### src/rtl/dllseq_pkg.sv
package dllseq_pkg;

    // Active-low {ras_n, cas_n, we_n} command encodings used by this block
    typedef enum logic [2:0] {
        CMD_LMR = 3'b000,
        CMD_NOP = 3'b111
    } cmd_e;

    // Bank-address selections of the two mode registers
    localparam logic [1:0] BA_BASE = 2'b00;
    localparam logic [1:0] BA_EXT  = 2'b01;

    typedef enum logic [2:0] {
        ST_IDLE,
        ST_PEND,
        ST_EXT_GAP,
        ST_OFF_GAP,
        ST_LOCK
    } state_e;

    typedef enum logic [1:0] {
        ISS_NONE,
        ISS_EXT,
        ISS_BASE
    } issue_e;

    // Settings captured when a request is accepted
    typedef struct packed {
        logic sr_exit;
        logic dll_off;
        logic drive_red;
    } req_cfg_t;

    // The extended load is skipped after self refresh: the DLL returns on its own
    function automatic logic needs_ext(input req_cfg_t c);
        return !c.sr_exit;
    endfunction

    // An extended load that turns the DLL off ends the sequence without a reset load
    function automatic logic ends_after_ext(input req_cfg_t c);
        return !c.sr_exit && c.dll_off;
    endfunction

endpackage

### src/rtl/dllseq_gap_timer.sv
module dllseq_gap_timer #(
    parameter int GAP = 2
) (
    input  logic clk,
    input  logic rst,
    input  logic load_i,
    output logic zero_o
);
    localparam int CW = (GAP < 2) ? 1 : $clog2(GAP + 1);
    localparam logic [CW-1:0] RELOAD = CW'(GAP - 1);

    logic [CW-1:0] cnt_q;

    always_ff @(posedge clk) begin
        if (rst) begin
            cnt_q <= '0;
        end else if (load_i) begin
            cnt_q <= RELOAD;
        end else if (cnt_q != '0) begin
            cnt_q <= cnt_q - 1'b1;
        end
    end

    assign zero_o = (cnt_q == '0);

    p_gap_bound_r3: assert property (@(posedge clk) disable iff (rst)
        cnt_q <= RELOAD);

endmodule

### src/rtl/dllseq_lock_timer.sv
module dllseq_lock_timer #(
    parameter int LOCK = 200
) (
    input  logic clk,
    input  logic rst,
    input  logic clear_i,
    input  logic run_i,
    input  logic cke_i,
    output logic done_o
);
    localparam int CW = (LOCK < 2) ? 1 : $clog2(LOCK);
    localparam logic [CW-1:0] LAST = CW'(LOCK - 1);

    logic [CW-1:0] cnt_q;

    assign done_o = run_i && cke_i && (cnt_q == LAST);

    always_ff @(posedge clk) begin
        if (rst) begin
            cnt_q <= '0;
        end else if (clear_i) begin
            cnt_q <= '0;
        end else if (run_i && cke_i && !done_o) begin
            cnt_q <= cnt_q + 1'b1;
        end
    end

    // a low clock enable freezes the window count
    p_cke_hold_r5: assert property (@(posedge clk) disable iff (rst)
        (run_i && !cke_i && !clear_i) |=> $stable(cnt_q));

    // the count never passes the window end
    p_lock_bound_r4: assert property (@(posedge clk) disable iff (rst)
        cnt_q <= LAST);

endmodule

### src/rtl/dllseq_cmd_drive.sv
module dllseq_cmd_drive
    import dllseq_pkg::*;
#(
    parameter int ADDR_W  = 13,
    parameter int RST_BIT = 8
) (
    input  logic              clk,
    input  logic              rst,
    input  issue_e            issue_i,
    input  logic              dll_off_i,
    input  logic              drive_red_i,
    input  logic [ADDR_W-1:0] base_i,
    output logic [2:0]        cmd_o,
    output logic [1:0]        ba_o,
    output logic [ADDR_W-1:0] addr_o
);
    localparam logic [ADDR_W-1:0] RST_MASK = {{(ADDR_W-1){1'b0}}, 1'b1} << RST_BIT;

    cmd_e              nxt_cmd;
    logic [1:0]        nxt_ba;
    logic [ADDR_W-1:0] nxt_addr;

    always_comb begin
        nxt_cmd  = CMD_NOP;
        nxt_ba   = '0;
        nxt_addr = '0;
        case (issue_i)
            ISS_EXT: begin
                nxt_cmd     = CMD_LMR;
                nxt_ba      = BA_EXT;
                nxt_addr[0] = dll_off_i;
                nxt_addr[1] = drive_red_i;
            end
            ISS_BASE: begin
                nxt_cmd  = CMD_LMR;
                nxt_ba   = BA_BASE;
                nxt_addr = base_i | RST_MASK;
            end
            default: ;
        endcase
    end

    always_ff @(posedge clk) begin
        if (rst) begin
            cmd_o  <= CMD_NOP;
            ba_o   <= '0;
            addr_o <= '0;
        end else begin
            cmd_o  <= nxt_cmd;
            ba_o   <= nxt_ba;
            addr_o <= nxt_addr;
        end
    end

    p_ext_reserved_r2: assert property (@(posedge clk) disable iff (rst)
        (cmd_o == CMD_LMR && ba_o == BA_EXT) |-> (addr_o[ADDR_W-1:2] == '0));

    p_base_dll_reset_r3: assert property (@(posedge clk) disable iff (rst)
        (cmd_o == CMD_LMR && ba_o == BA_BASE) |-> addr_o[RST_BIT]);

    p_nop_quiet_r11: assert property (@(posedge clk) disable iff (rst)
        (cmd_o != CMD_LMR) |-> (cmd_o == CMD_NOP && ba_o == '0 && addr_o == '0));

endmodule

### src/rtl/ddr_dll_relock_seq.sv
module ddr_dll_relock_seq
    import dllseq_pkg::*;
#(
    parameter int ADDR_W  = 13,
    parameter int GAP     = 2,
    parameter int LOCK    = 200,
    parameter int RST_BIT = 8
) (
    input  logic              clk,
    input  logic              rst,
    input  logic              start_i,
    input  logic              sr_exit_i,
    input  logic              dll_off_i,
    input  logic              drive_red_i,
    input  logic [ADDR_W-1:0] base_mode_i,
    input  logic              banks_idle_i,
    input  logic              cke_i,
    output logic [2:0]        cmd_o,
    output logic [1:0]        ba_o,
    output logic [ADDR_W-1:0] addr_o,
    output logic              busy_o,
    output logic              read_ok_o
);
    state_e            st_q, st_d;
    req_cfg_t          cfg_q, cfg_now;
    logic [ADDR_W-1:0] base_q, base_now;
    issue_e            issue;
    logic              accept, waiting, finish;
    logic              gap_zero, lock_done;

    always_comb begin
        accept  = (st_q == ST_IDLE) && start_i;
        waiting = accept || (st_q == ST_PEND);
        if (accept) begin
            cfg_now.sr_exit   = sr_exit_i;
            cfg_now.dll_off   = dll_off_i;
            cfg_now.drive_red = drive_red_i;
            base_now          = base_mode_i;
        end else begin
            cfg_now  = cfg_q;
            base_now = base_q;
        end
    end

    always_comb begin
        st_d   = st_q;
        issue  = ISS_NONE;
        finish = 1'b0;
        case (st_q)
            ST_IDLE, ST_PEND: begin
                if (waiting) begin
                    if (!banks_idle_i) begin
                        st_d = ST_PEND;
                    end else if (needs_ext(cfg_now)) begin
                        issue = ISS_EXT;
                        st_d  = ends_after_ext(cfg_now) ? ST_OFF_GAP : ST_EXT_GAP;
                    end else begin
                        issue = ISS_BASE;
                        st_d  = ST_LOCK;
                    end
                end
            end
            ST_EXT_GAP: begin
                if (gap_zero) begin
                    issue = ISS_BASE;
                    st_d  = ST_LOCK;
                end
            end
            ST_OFF_GAP: begin
                if (gap_zero) begin
                    finish = 1'b1;
                    st_d   = ST_IDLE;
                end
            end
            ST_LOCK: begin
                if (lock_done) begin
                    finish = 1'b1;
                    st_d   = ST_IDLE;
                end
            end
            default: st_d = ST_IDLE;
        endcase
    end

    always_ff @(posedge clk) begin
        if (rst) begin
            st_q      <= ST_IDLE;
            cfg_q     <= '0;
            base_q    <= '0;
            busy_o    <= 1'b0;
            read_ok_o <= 1'b0;
        end else begin
            st_q <= st_d;
            if (accept) begin
                cfg_q     <= cfg_now;
                base_q    <= base_now;
                busy_o    <= 1'b1;
                read_ok_o <= 1'b0;
            end
            if (finish) begin
                busy_o    <= 1'b0;
                read_ok_o <= 1'b1;
            end
        end
    end

    dllseq_gap_timer #(
        .GAP(GAP)
    ) u_gap (
        .clk    (clk),
        .rst    (rst),
        .load_i (issue == ISS_EXT),
        .zero_o (gap_zero)
    );

    dllseq_lock_timer #(
        .LOCK(LOCK)
    ) u_lock (
        .clk     (clk),
        .rst     (rst),
        .clear_i (issue == ISS_BASE),
        .run_i   (st_q == ST_LOCK),
        .cke_i   (cke_i),
        .done_o  (lock_done)
    );

    dllseq_cmd_drive #(
        .ADDR_W  (ADDR_W),
        .RST_BIT (RST_BIT)
    ) u_drive (
        .clk         (clk),
        .rst         (rst),
        .issue_i     (issue),
        .dll_off_i   (cfg_now.dll_off),
        .drive_red_i (cfg_now.drive_red),
        .base_i      (base_now),
        .cmd_o       (cmd_o),
        .ba_o        (ba_o),
        .addr_o      (addr_o)
    );

    // an extended load only follows an edge that saw idle banks
    p_ext_needs_idle_r6: assert property (@(posedge clk) disable iff (rst)
        (cmd_o == CMD_LMR && ba_o == BA_EXT) |-> $past(banks_idle_i));

    p_busy_excl_r7: assert property (@(posedge clk) disable iff (rst)
        busy_o |-> !read_ok_o);

    p_load_while_busy_r7: assert property (@(posedge clk) disable iff (rst)
        (cmd_o == CMD_LMR) |-> busy_o);

    p_ok_after_busy_r4: assert property (@(posedge clk) disable iff (rst)
        $rose(read_ok_o) |-> $past(busy_o));

endmodule

### config.mk
export PLATFORM = sky130hd
export DESIGN_NAME = ddr_dll_relock_seq
export DESIGN_NICKNAME = d
export VERILOG_FILES = /design/src/rtl/dllseq_pkg.sv /design/src/rtl/dllseq_gap_timer.sv /design/src/rtl/dllseq_lock_timer.sv /design/src/rtl/dllseq_cmd_drive.sv /design/src/rtl/ddr_dll_relock_seq.sv
export SDC_FILE = /design/constraint.sdc
export NUM_CORES = 1
export LEC_CHECK = 0
export BUFFER_PORTS_ARGS = -buffer_cell sky130_fd_sc_hd__buf_2
export CAP_MARGIN = 20
export CORE_MARGIN = 4
export CORE_UTILIZATION = 45
export DETAILED_ROUTE_END_ITERATION = 7
export GPL_TIMING_DRIVEN = 1
export PLACE_DENSITY = 0.68
export RECOVER_POWER = 25
export SLEW_MARGIN = 20
export SYNTH_ARGS = -nofsm -noshare
export SYNTH_HDL_FRONTEND = slang
export SYNTH_SLANG_ARGS = --single-unit
### constraint.sdc
create_clock -name clk -period 6.95 [get_ports clk]
set_input_delay 0.695 -clock clk [delete_from_list [all_inputs] [get_ports clk]]
set_output_delay 0.695 -clock clk [all_outputs]
set_load 0.02 [all_outputs]
* Word level (Yosys, flattened, before mapping)
Index checks and enable logic that the tools add are counted.
Word-level totals: output and inout bits 20, ROM bits 0, bits in writable memories 0, word-level logic and storage cells 74, bits of input ports 21, register bits after elaboration 49, memories 0, bits in latches 0
Operators by class: divide/modulo/power cells 0, bitwise operators 1, equality and inequality tests 11, reduce and logical (&&, ||, !) cells 20, $mul 0, shift-type cells 0, add/subtract/negate cells 2, muxes and demuxes 26, magnitude comparators 0
Operator list (count):
- $mux W3 | 8
- $mux W13 | 1
- $pmux W3 S4 | 1
- $reduce_or A2 Y1 | 6
- $add A8 B1 Y8 const B | 1
- $eq A8 B8 Y1 const B | 1
- $mux W1 | 8
- $mux W2 | 4
- $ne A2 B2 Y1 const B | 4
- $pmux W2 S2 | 2
- $mux W7 | 1
- $eq A3 B2 Y1 const B | 2
- $reduce_bool A2 Y1 | 3
- $logic_and A1 B1 Y1 | 5
- $reduce_and A4 Y1 | 1
- $eq A3 B1 Y1 const B | 1
- $eq A3 B3 Y1 const B | 1
- $logic_not A3 Y1 | 1
- $eq A2 B1 Y1 const B | 1
- $eq A2 B2 Y1 const B | 1
- $logic_not A1 Y1 | 2
- $logic_not A2 Y1 | 1
- $pmux W1 S2 | 1
- $sub A2 B1 Y2 const B | 1
- 2 further kinds | 2

* Logic depth before layout (Yosys ltp)
Gate-level depths: netlist of the first run.
depth after elaboration 10, depth in mapped cells 9

* Hierarchy
Synthesis of the first run repeated with hierarchy kept, for this count alone.
Unflattened totals: cell total of the unflattened synthesis 195, area, all modules 2088.3 µm²
Modules (own cells, without submodules):
- ddr_dll_relock_seq | sequential area each 420.4 µm², cells an instance 91, area an instance 1039.7 µm², instances 1
- dllseq_cmd_drive | sequential area each 300.3 µm², cells an instance 43, area an instance 509.2 µm², instances 1
- dllseq_lock_timer | sequential area each 160.2 µm², cells an instance 50, area an instance 427.9 µm², instances 1
- dllseq_gap_timer | sequential area each 40.0 µm², cells an instance 11, area an instance 111.4 µm², instances 1

* Worst setup path after synthesis of the first run
No wires, ideal clock.
path kind input to register, from input port start_i, to register u_lock.cnt_q[2], path buffers 1, stages on the path 8, setup slack 4.553 ns, library setup time 0.086 ns, data required time 6.864 ns, data arrival time 2.312 ns, cells stage by stage nor4b_4 mux2i_1 nand3b_1 o22ai_1 ha_1 or2_2 buf_1 a211oi_1
Between the ends: longest elaborated chain between the ends 8
RTL lines:
- start, declared | line ddr_dll_relock_seq.sv:11 | input logic start_i,
- $logic_and A1 B1 Y1 * | line ddr_dll_relock_seq.sv:32 | accept = (st_q == ST_IDLE) && start_i;
- $mux W3 | line ddr_dll_relock_seq.sv:34 | if (accept) begin
- $mux W2 | line ddr_dll_relock_seq.sv:54 | end else if (needs_ext(cfg_now)) begin
- $mux W2 | line ddr_dll_relock_seq.sv:52 | if (!banks_idle_i) begin
- $mux W2 * | line ddr_dll_relock_seq.sv:51 | if (waiting) begin
- $pmux W2 S2 * | line ddr_dll_relock_seq.sv:49 | case (st_q)
- $eq A2 B2 Y1 * | line ddr_dll_relock_seq.sv:121 | .clear_i (issue == ISS_BASE),
- $reduce_or A2 Y1 (no source line) *
- end signal, assigned | line dllseq_lock_timer.sv:24 | cnt_q <= cnt_q + 1'b1;
- end, declared | line dllseq_lock_timer.sv:14 | logic [CW-1:0] cnt_q;
Every way passes the cells marked *; elsewhere a longest branch is shown, timed or not. A chain may end at the register's enable or synchronous reset.

* Worst setup path in the final report of the first run
Same ends and word-level chain as after synthesis.

==> results of run 1 <==
## registers in the layout, summed over array words and instances, names as in the netlist
| signal | cells |
|---|---|
| st_q | 3 |
| u_lock.cnt_q | 8 |
| u_gap.cnt_q | 2 |
| read_ok_o | 1 |
| busy_o | 1 |
| u_drive.ba_o | 1 |
| u_drive.cmd_o | 1 |
| cfg_q | 3 |
| base_q | 12 |
| u_drive.addr_o | 13 |
## layer usage
| layer | track usage [%] | vias to the layer above | part of all wire (%) |
|---|---|---|---|
| li1 | - | 733 | - |
| met1 | 19.3 | 639 | 49 |
| met2 | 21.0 | 29 | 44 |
| met3 | 5.40 | 6 | 5.2 |
| met4 | 6.26 | 0 | 1.7 |
| met5 | 0 | - | 0 |
## worst max-delay path: cells and delay by family
family	cells	cell delay, ps
AND/OR/NAND/NOR	3	1330
AO/OA/AOI/OAI	2	310
multiplexers	1	300
adder cells (fa/ha/maj)	1	240
buffers and inverters	1	120
## how the worst max path moves through the flow
stage,start,endpoint,slack (ps),cells past startpoint
global placement,start_i,u_lock.cnt_q[2],3830,8
finish,start_i,u_lock.cnt_q[2],4140,8
detailed placement,start_i,u_lock.cnt_q[2],3800,8
CTS,start_i,u_lock.cnt_q[2],4100,8
global route,st_q[1],u_lock.cnt_q[2],3870,7
floorplan,start_i,u_lock.cnt_q[2],4550,8
## where the power goes
group	internal, mW	total, mW	switching, mW
registers	0.278	0.291	0.0126
clock network	0.108	0.197	0.0889
logic	0.0506	0.121	0.0706
total	0.437	0.609	0.172
## metrics by stage
step | area, um2 | power, mW | util (%) | hold WS [ps] | setup WS, ps
6_report | 2110 | 0.609 | 52.8 | 459 | 4140
5_1_grt | 2110 | 0.647 | 52.8 | 484 | 3870
4_1_cts | 2130 | 0.616 | 53.3 | 458 | 4100
3_5_place_dp | 2020 | 0.420 | 50.5 | 446 | 3800
3_3_place_gp | 2020 | 0.417 | 50.5 | 444 | 3830
2_1_floorplan | 1860 | 0.397 | - | 434 | 4550
## cell families (layout without fill, tap and decap cells)
group                      Yosys count  count (layout)  share of synthesized area (%)
other                                1               1                          0.202
and+or+nand+nor                     89              89                           25.8
AOI/OAI and AO/OA                   28              28                           9.23
xor gates and xnor gates             7               7                           3.30
adders and majority gates            5               5                           3.37
DFF                                 45              45                           48.5
muxes                                5               5                           2.96
buffers and inverters               22              54                           6.60
## area by class of cell
type | instances | area, um2 | share of cell area [%]
sequential | 45 | 901 | 42.6
multi-input combinational | 135 | 833 | 39.4
timing repair buffer | 39 | 179 | 8.47
clock buffer | 6 | 72.6 | 3.43
tap | 50 | 62.6 | 2.96
clock inverter | 2 | 38.8 | 1.84
inverter | 7 | 26.3 | 1.24
## synth_stat cells
cell	instances
or4_1	1
a211oi_1	1
nand2_1	28
and2_1	11
inv_1	7
nor2_1	17
nor2b_1	6
mux2i_1	1
o311ai_0	1
a21oi_1	15
a22oi_1	2
nand3_1	6
and3_1	2
or4b_4	1
nor4_1	1
xnor2_1	1
and2b_1	1
buf_2	2
nor3b_2	1
o22ai_1	3
nor3_1	2
ha_1	5
nand2b_1	1
nand4_1	2
nand4b_1	1
xor2_1	6
buf_4	4
nor4bb_1	1
nor4b_4	1
o22a_1	1
o41ai_1	1
buf_1	1
and4_1	1
a221o_1	1
buf_6	3
mux2_2	4
clkbuf_1	5
or3_1	1
nand3b_1	2
a31oi_1	3
dfxtp_1	45
conb_1	1
or2_2	2
## cells in the final DEF (no fill, tap or decap), drive strengths merged, types with 2 or more instances in the layout
master | Yosys | layout
clkbuf | 5 | 21
nand3b | 2 | 2
and3 | 2 | 2
a22oi | 2 | 2
nand4 | 2 | 2
nor2 | 17 | 17
nand2 | 28 | 28
buf | 10 | 24
dfxtp | 45 | 45
o22ai | 3 | 3
or2 | 2 | 2
xor2 | 6 | 6
mux2 | 4 | 4
ha | 5 | 5
nand3 | 6 | 6
inv | 7 | 7
a31oi | 3 | 3
a21oi | 15 | 15
and2 | 11 | 11
nor3 | 2 | 2
nor2b | 6 | 6
==> impl_metrics.py, run 1 <==
metrics = {
    "clock_network": {
        "cts_made_buffers": 5,
        "clk_pin_slew_ps": 80,
        "cts.repair.resized": 0,
        "clock-root-buffer": "clkbuf_8",
        "htreeDepth": 2,
        "cts_buffer_depth": 2,
        "clkSinkCount": 45,
        "cts_hold_buffers": 0,
        "post_cts_buffers": 0,
        "worstSkewPairLatency_ps": 300,
        "cts_tree": "yes",
    },
    "placed_design": {
        "io_buffers": 38,
        "globalplace.congestion": 0.798,
        "dpl.cell_count": 276,
        "place.detailed.hpwl_um": 2400,
    },
    "timing": {
        "finalSetupViolations": 0,
        "slew_headroom_pct": 36.0,
        "maxSlewViolCount": 0,
        "rsz0062_at_grt": "false",
        "max_freq_mhz": 356,
        "setup-tns-final_ps": 0,
        "finalCritPeriodShare_pct": 40.4,
        "hold_viol": 0,
        "clock_skew_ps": 6.11,
        "worst_slew_pin_slew_ps": 956,
        "period_needed_ps": 2810,
    },
    "critical_path": {
        "end_kind": "flip-flop",
        "reg2reg_slack_ps": 4150,
        "slowest_delay_ps": 790,
        "worstPathRequired_ps": 7160,
        "setup.worst_path.start_class": "input pin",
        "critPathKind": "input pin to flip-flop",
        "cpMaxStageDelayCell": "nor4b_4",
        "cp.arrival_ps": 3020,
        "worstPathCellList": "buf_2, nor4b_4, mux2i_1, nand3b_1, o22ai_1, ha_1, or2_2, a211oi_1",
        "worst_r2r_startpoint": "st_q[1]",
        "worstReg2RegEnd": "u_lock.cnt_q[2]",
        "rr_worst_depth": 7,
        "crit_path_max_fanout": 16,
    },
    "logic_synthesis": {
        "yosysTopAreaCell": "dfxtp_1",
        "netlist_instances": 202,
        "yosysTopAreaCellShare_pct": 48.5,
        "synth_area_um2": 1860,
        "synth_seq_cells": 45,
        "yosysUniqueCellTypes": 43,
        "yosys_warnings": 0,
        "syn_nets": 228,
        "avgSynthCellArea_um2": 9.19,
        "synth_area_leaders": "dfxtp_1 49%, nand2_1 5.7%, a21oi_1 4.0%, and2_1 3.7%, nor2_1 3.4%",
        "synth_seq_area_share_pct": 48.5,
    },
    "route": {
        "drt_iter0_drc": 63,
        "drc": 0,
        "viasPerCell": 4.95,
        "vias": 1407,
        "ant_nets": 0,
        "wl_um": 3490,
        "avgRoutedWirePerCell_um": 12.3,
        "drt_first_pass_iters": 4,
    },
    "min_path": {
        "min_path_cells": 2,
        "holdPathEnd": "base_q[4]",
        "hold_class": "flip-flop to flip-flop",
        "hp-start": "base_q[4]",
    },
    "cells_and_area": {
        "nets": 259,
        "areaGrowthSynthToFinish_pct": 13.8,
        "num_antenna_cells": 0,
        "fin_cells": 284,
        "drive_gt1_share_pct": 17.1,
        "n_fill_cell": 393,
    },
    "floorplan": {
        "placementRows": 23,
        "pin_count": 41,
        "dieWidth_um": 72.2,
        "core_um2": 4000,
        "die_h_um": 72.2,
        "initial_core_util_pct": 46.4,
        "design.die.area_um2": 5220,
    },
    "pwr": {
        "power.density_nw_per_um2": 288,
        "irDropWorstVdd_uv": 165,
        "leakage_nw": 0.848,
    },
    "global_route": {
        "grt_usage_pct": 14.5,
        "antenna_found_initial": 0,
        "grt_pass1_vias": 1293,
        "grt_max_degree": 27,
        "grt_pass1_wl_um": 5870,
        "gr-total-overflow": 0,
    },
    "run_status": {
        "status": "complete, no violations",
    },
    "run": {
        "cap_viol_max_count": 0,
    },
}
(Power assumes the default switching activity.)
==> run 2, diff against run 1 <==
--- a/config.mk
+++ b/config.mk
@@ -5,6 +5,7 @@
 export SDC_FILE = /design/constraint.sdc
 export NUM_CORES = 1
 export LEC_CHECK = 0
+export ABC_AREA = 1
 export BUFFER_PORTS_ARGS = -buffer_cell sky130_fd_sc_hd__buf_2
 export CAP_MARGIN = 20
 export CORE_MARGIN = 4
==> constraint.sdc (replaced) <==
create_clock -name clk -period 2.6 [get_ports clk]
set_input_delay 0.26 -clock clk [delete_from_list [all_inputs] [get_ports clk]]
set_output_delay 0.26 -clock clk [all_outputs]
set_load 0.02 [all_outputs]
==> run 2 against run 1 <==
Net effect: via count up 15%; hold slack worse by 240 ps; register-to-register slack worse by 3600 ps; power rose to 3.4 times the previous value; synthesized area up 5.7%; critical path depth rose by 2; critical path type is now flip-flop to flip-flop.
==> impl_metrics.py, run 2 <==
metrics = {
    "run_status": {
        "status": "complete, no violations",
    },
    "critical_path": {
        "crit_path_max_fanout": 4,
        "cp.depth": 10,
        "worstPathCellList": "ha_1, nand2_1, nor2_2, nand2_1, nand2_2, nand2_4, nor2_2, ha_1, or2_2, a21oi_1",
        "worstSetupEndpoint": "u_drive.addr_o[0]",
        "crit_family": "simple AND/OR/NAND/NOR gates",
        "end_kind": "flip-flop",
        "worstPathRequired_ps": 2820,
        "critPathKind": "flip-flop to flip-flop",
        "rr_worst_depth": 10,
        "cp.arrival_ps": 2280,
        "worstReg2RegEnd": "u_drive.addr_o[0]",
        "worst_r2r_startpoint": "u_lock.cnt_q[0]",
        "path_buf_inv": 0,
        "reg2reg_slack_ps": 540,
        "setup.worst_path.start_class": "flip-flop",
        "slowest_delay_ps": 400,
        "cpMaxStageDelayCell": "dfxtp_1",
        "cp-startpoint": "u_lock.cnt_q[0]",
    },
    "pwr": {
        "power.density_nw_per_um2": 917,
        "irDropWorstVdd_uv": 551,
        "leakage_nw": 1.00,
    },
    "run": {
        "cap_viol_max_count": 0,
    },
    "placed_design": {
        "globalplace.congestion": 0.792,
        "pre_cts_slack_ps": 561,
        "io_buffers": 38,
        "place.detailed.hpwl_um": 2580,
        "dpl_cell_area_um2": 2170,
    },
    "floorplan": {
        "design.die.area_um2": 5480,
        "pin_count": 41,
        "die_h_um": 74.0,
        "placementRows": 23,
        "dieWidth_um": 74.0,
        "initial_core_util_pct": 47.7,
        "core_um2": 4120,
    },
    "global_route": {
        "antenna_found_initial": 0,
        "grt_usage_pct": 14.7,
        "gr-total-overflow": 0,
        "grt_util_met1_pct": 18.5,
        "grt_busiest_layer": "met2",
        "grt_pass1_wl_um": 6270,
        "grt_pass1_vias": 1466,
        "grt_util_met3_pct": 3.51,
        "grt_max_degree": 22,
        "grtUsageMet2_pct": 23.9,
    },
    "clock_network": {
        "htreeDepth": 2,
        "cts_buffer_depth": 2,
        "clk_pin_slew_ps": 80,
        "clkSinkCount": 45,
        "cts_hold_buffers": 0,
        "cts_made_buffers": 5,
        "cts.repair.resized": 0,
        "clock-root-buffer": "clkbuf_8",
        "post_cts_buffers": 0,
        "worstSkewPairLatency_ps": 290,
        "cts_tree": "yes",
    },
    "timing": {
        "hold_viol": 0,
        "finalCritPeriodShare_pct": 79.4,
        "rsz0062_at_grt": "false",
        "clock_skew_ps": 9.05,
        "max_freq_mhz": 484,
        "period_needed_ps": 2060,
        "finalSetupViolations": 0,
        "maxSlewViolCount": 0,
        "setup-tns-final_ps": 0,
        "layout_setup_ws_ps": 536,
    },
    "logic_synthesis": {
        "synthArstFlopShare_pct": 0,
        "synth_common_cells": "57 x nand2_1, 45 x dfxtp_1, 36 x inv_1, 35 x nor2_1, 13 x a21oi_1",
        "yosysTopAreaCellShare_pct": 45.9,
        "yosysUniqueCellTypes": 33,
        "muxShareOfSynthArea_pct": 0.510,
        "synth_area_um2": 1960,
        "yosys.cell_count.top_type": "nand2_1",
        "synth_edf_count": 0,
        "synthFlopType": "dfxtp_1",
        "syn_nets": 281,
        "avgSynthCellArea_um2": 7.69,
        "yosys_warnings": 0,
        "synth_compound_area_share_pct": 8.61,
        "synth_area_leaders": "dfxtp_1 46%, nand2_1 11%, inv_1 6.9%, nor2_1 6.7%, a21oi_1 3.3%",
        "synth_seq_cells": 45,
        "synth-xor-area-share_pct": 3.13,
        "synth_seq_area_share_pct": 45.9,
        "synth_fa_ha_area_share_pct": 3.19,
        "netlist_instances": 255,
        "yosysTopAreaCell": "dfxtp_1",
        "synthSimpleGateAreaFrac_pct": 28.4,
        "synth_top_family_by_area": "simple AND/OR/NAND/NOR gates",
    },
    "route": {
        "drt_iter0_drc": 63,
        "wl_um": 3600,
        "drc": 0,
        "drt_first_pass_iters": 4,
        "avgRoutedWirePerCell_um": 10.5,
        "vias": 1618,
        "viasPerCell": 4.70,
        "ant_nets": 0,
    },
    "cells_and_area": {
        "nets": 319,
        "largest_registers": "u_drive.addr_o (13), base_q (12), u_lock.cnt_q (8)",
        "final_common_cell": "nand2_1",
        "largest_reg_flops": 13,
        "areaGrowthSynthToFinish_pct": 14.3,
        "final_cell_mix": "57 x nand2_1, 45 x dfxtp_1, 36 x inv_1, 35 x nor2_1, 22 x buf_2",
        "drive_gt1_share_pct": 18.4,
        "regMostFlops": "u_drive.addr_o",
        "num_antenna_cells": 0,
        "design_area_um2": 2240,
    },
    "min_path": {
        "hold_class": "input pin to flip-flop",
    },
}
-- run 2: cell families (layout without fill, tap and decap cells) --
| family | Yosys count | in the layout |
|---|---|---|
| AND/OR/NAND/NOR | 123 | 123 |
| buffers and inverters | 46 | 85 |
| flip-flops | 45 | 45 |
| AO/OA/AOI/OAI | 27 | 27 |
| XOR/XNOR | 7 | 7 |
| adder cells (fa/ha/maj) | 5 | 5 |
| other | 1 | 1 |
| multiplexers | 1 | 1 |
-- run 2: layout make-up --
cell class / instances / area [um2]
Clock buffer: 6 / 82.6
Tap cell: 50 / 62.6
Fill cell: 429 / 1870
Multi-Input combinational cell: 164 / 863
Inverter: 39 / 149
Timing Repair Buffer: 38 / 170
Clock inverter: 2 / 13.8
Sequential cell: 45 / 901
-- run 2: how the worst min path moves through the flow --
stage               startpoint  cells past startpoint  slack, ps               end
6_report       base_mode_i[12]                      3        220        base_q[12]
4_1_cts        base_mode_i[12]                      3        210        base_q[12]
5_1_grt        base_mode_i[12]                      3        240        base_q[12]
2_1_floorplan              rst                      1        400  u_drive.cmd_o[1]
3_3_place_gp          cfg_q[1]                      2        460          cfg_q[1]
3_5_place_dp          cfg_q[1]                      2        470          cfg_q[1]
-- run 2: metrics by stage --
| step | hold slack [ps] | instances | total power, mW | util [%] |
|---|---|---|---|---|
| floorplan | 400 | 255 | 1.50 | - |
| global placement | 457 | 336 | 1.63 | 52.6 |
| detailed placement | 466 | 336 | 1.64 | 52.6 |
| CTS | 214 | 344 | 2.09 | 55.0 |
| global route | 240 | 344 | 2.24 | 54.5 |
| finish | 221 | 344 | 2.06 | 54.5 |
-- run 2: worst register-to-register path, stage by stage (launching register included) --
cell and delay (ps):
dfxtp_1 400, ha_1 250, nand2_1 140, nor2_2 120
nand2_1 70, nand2_2 80, nand2_4 60, nor2_2 160
ha_1 250, or2_2 330, a21oi_1 130
-- run 2: layer usage --
metal / wire [um] / share of wire (%)
met3: 199 / 5.5
met4: 41 / 1.1
met1: 1700 / 47
met5: 0 / 0
met2: 1660 / 46
-- run 2: power breakdown --
group          switching [mW]  internal [mW]  leakage (nW)
clock network           0.228          0.215        0.0512
logic                   0.486          0.246         0.586
registers              0.0711          0.809         0.367
total                   0.785           1.27          1.00
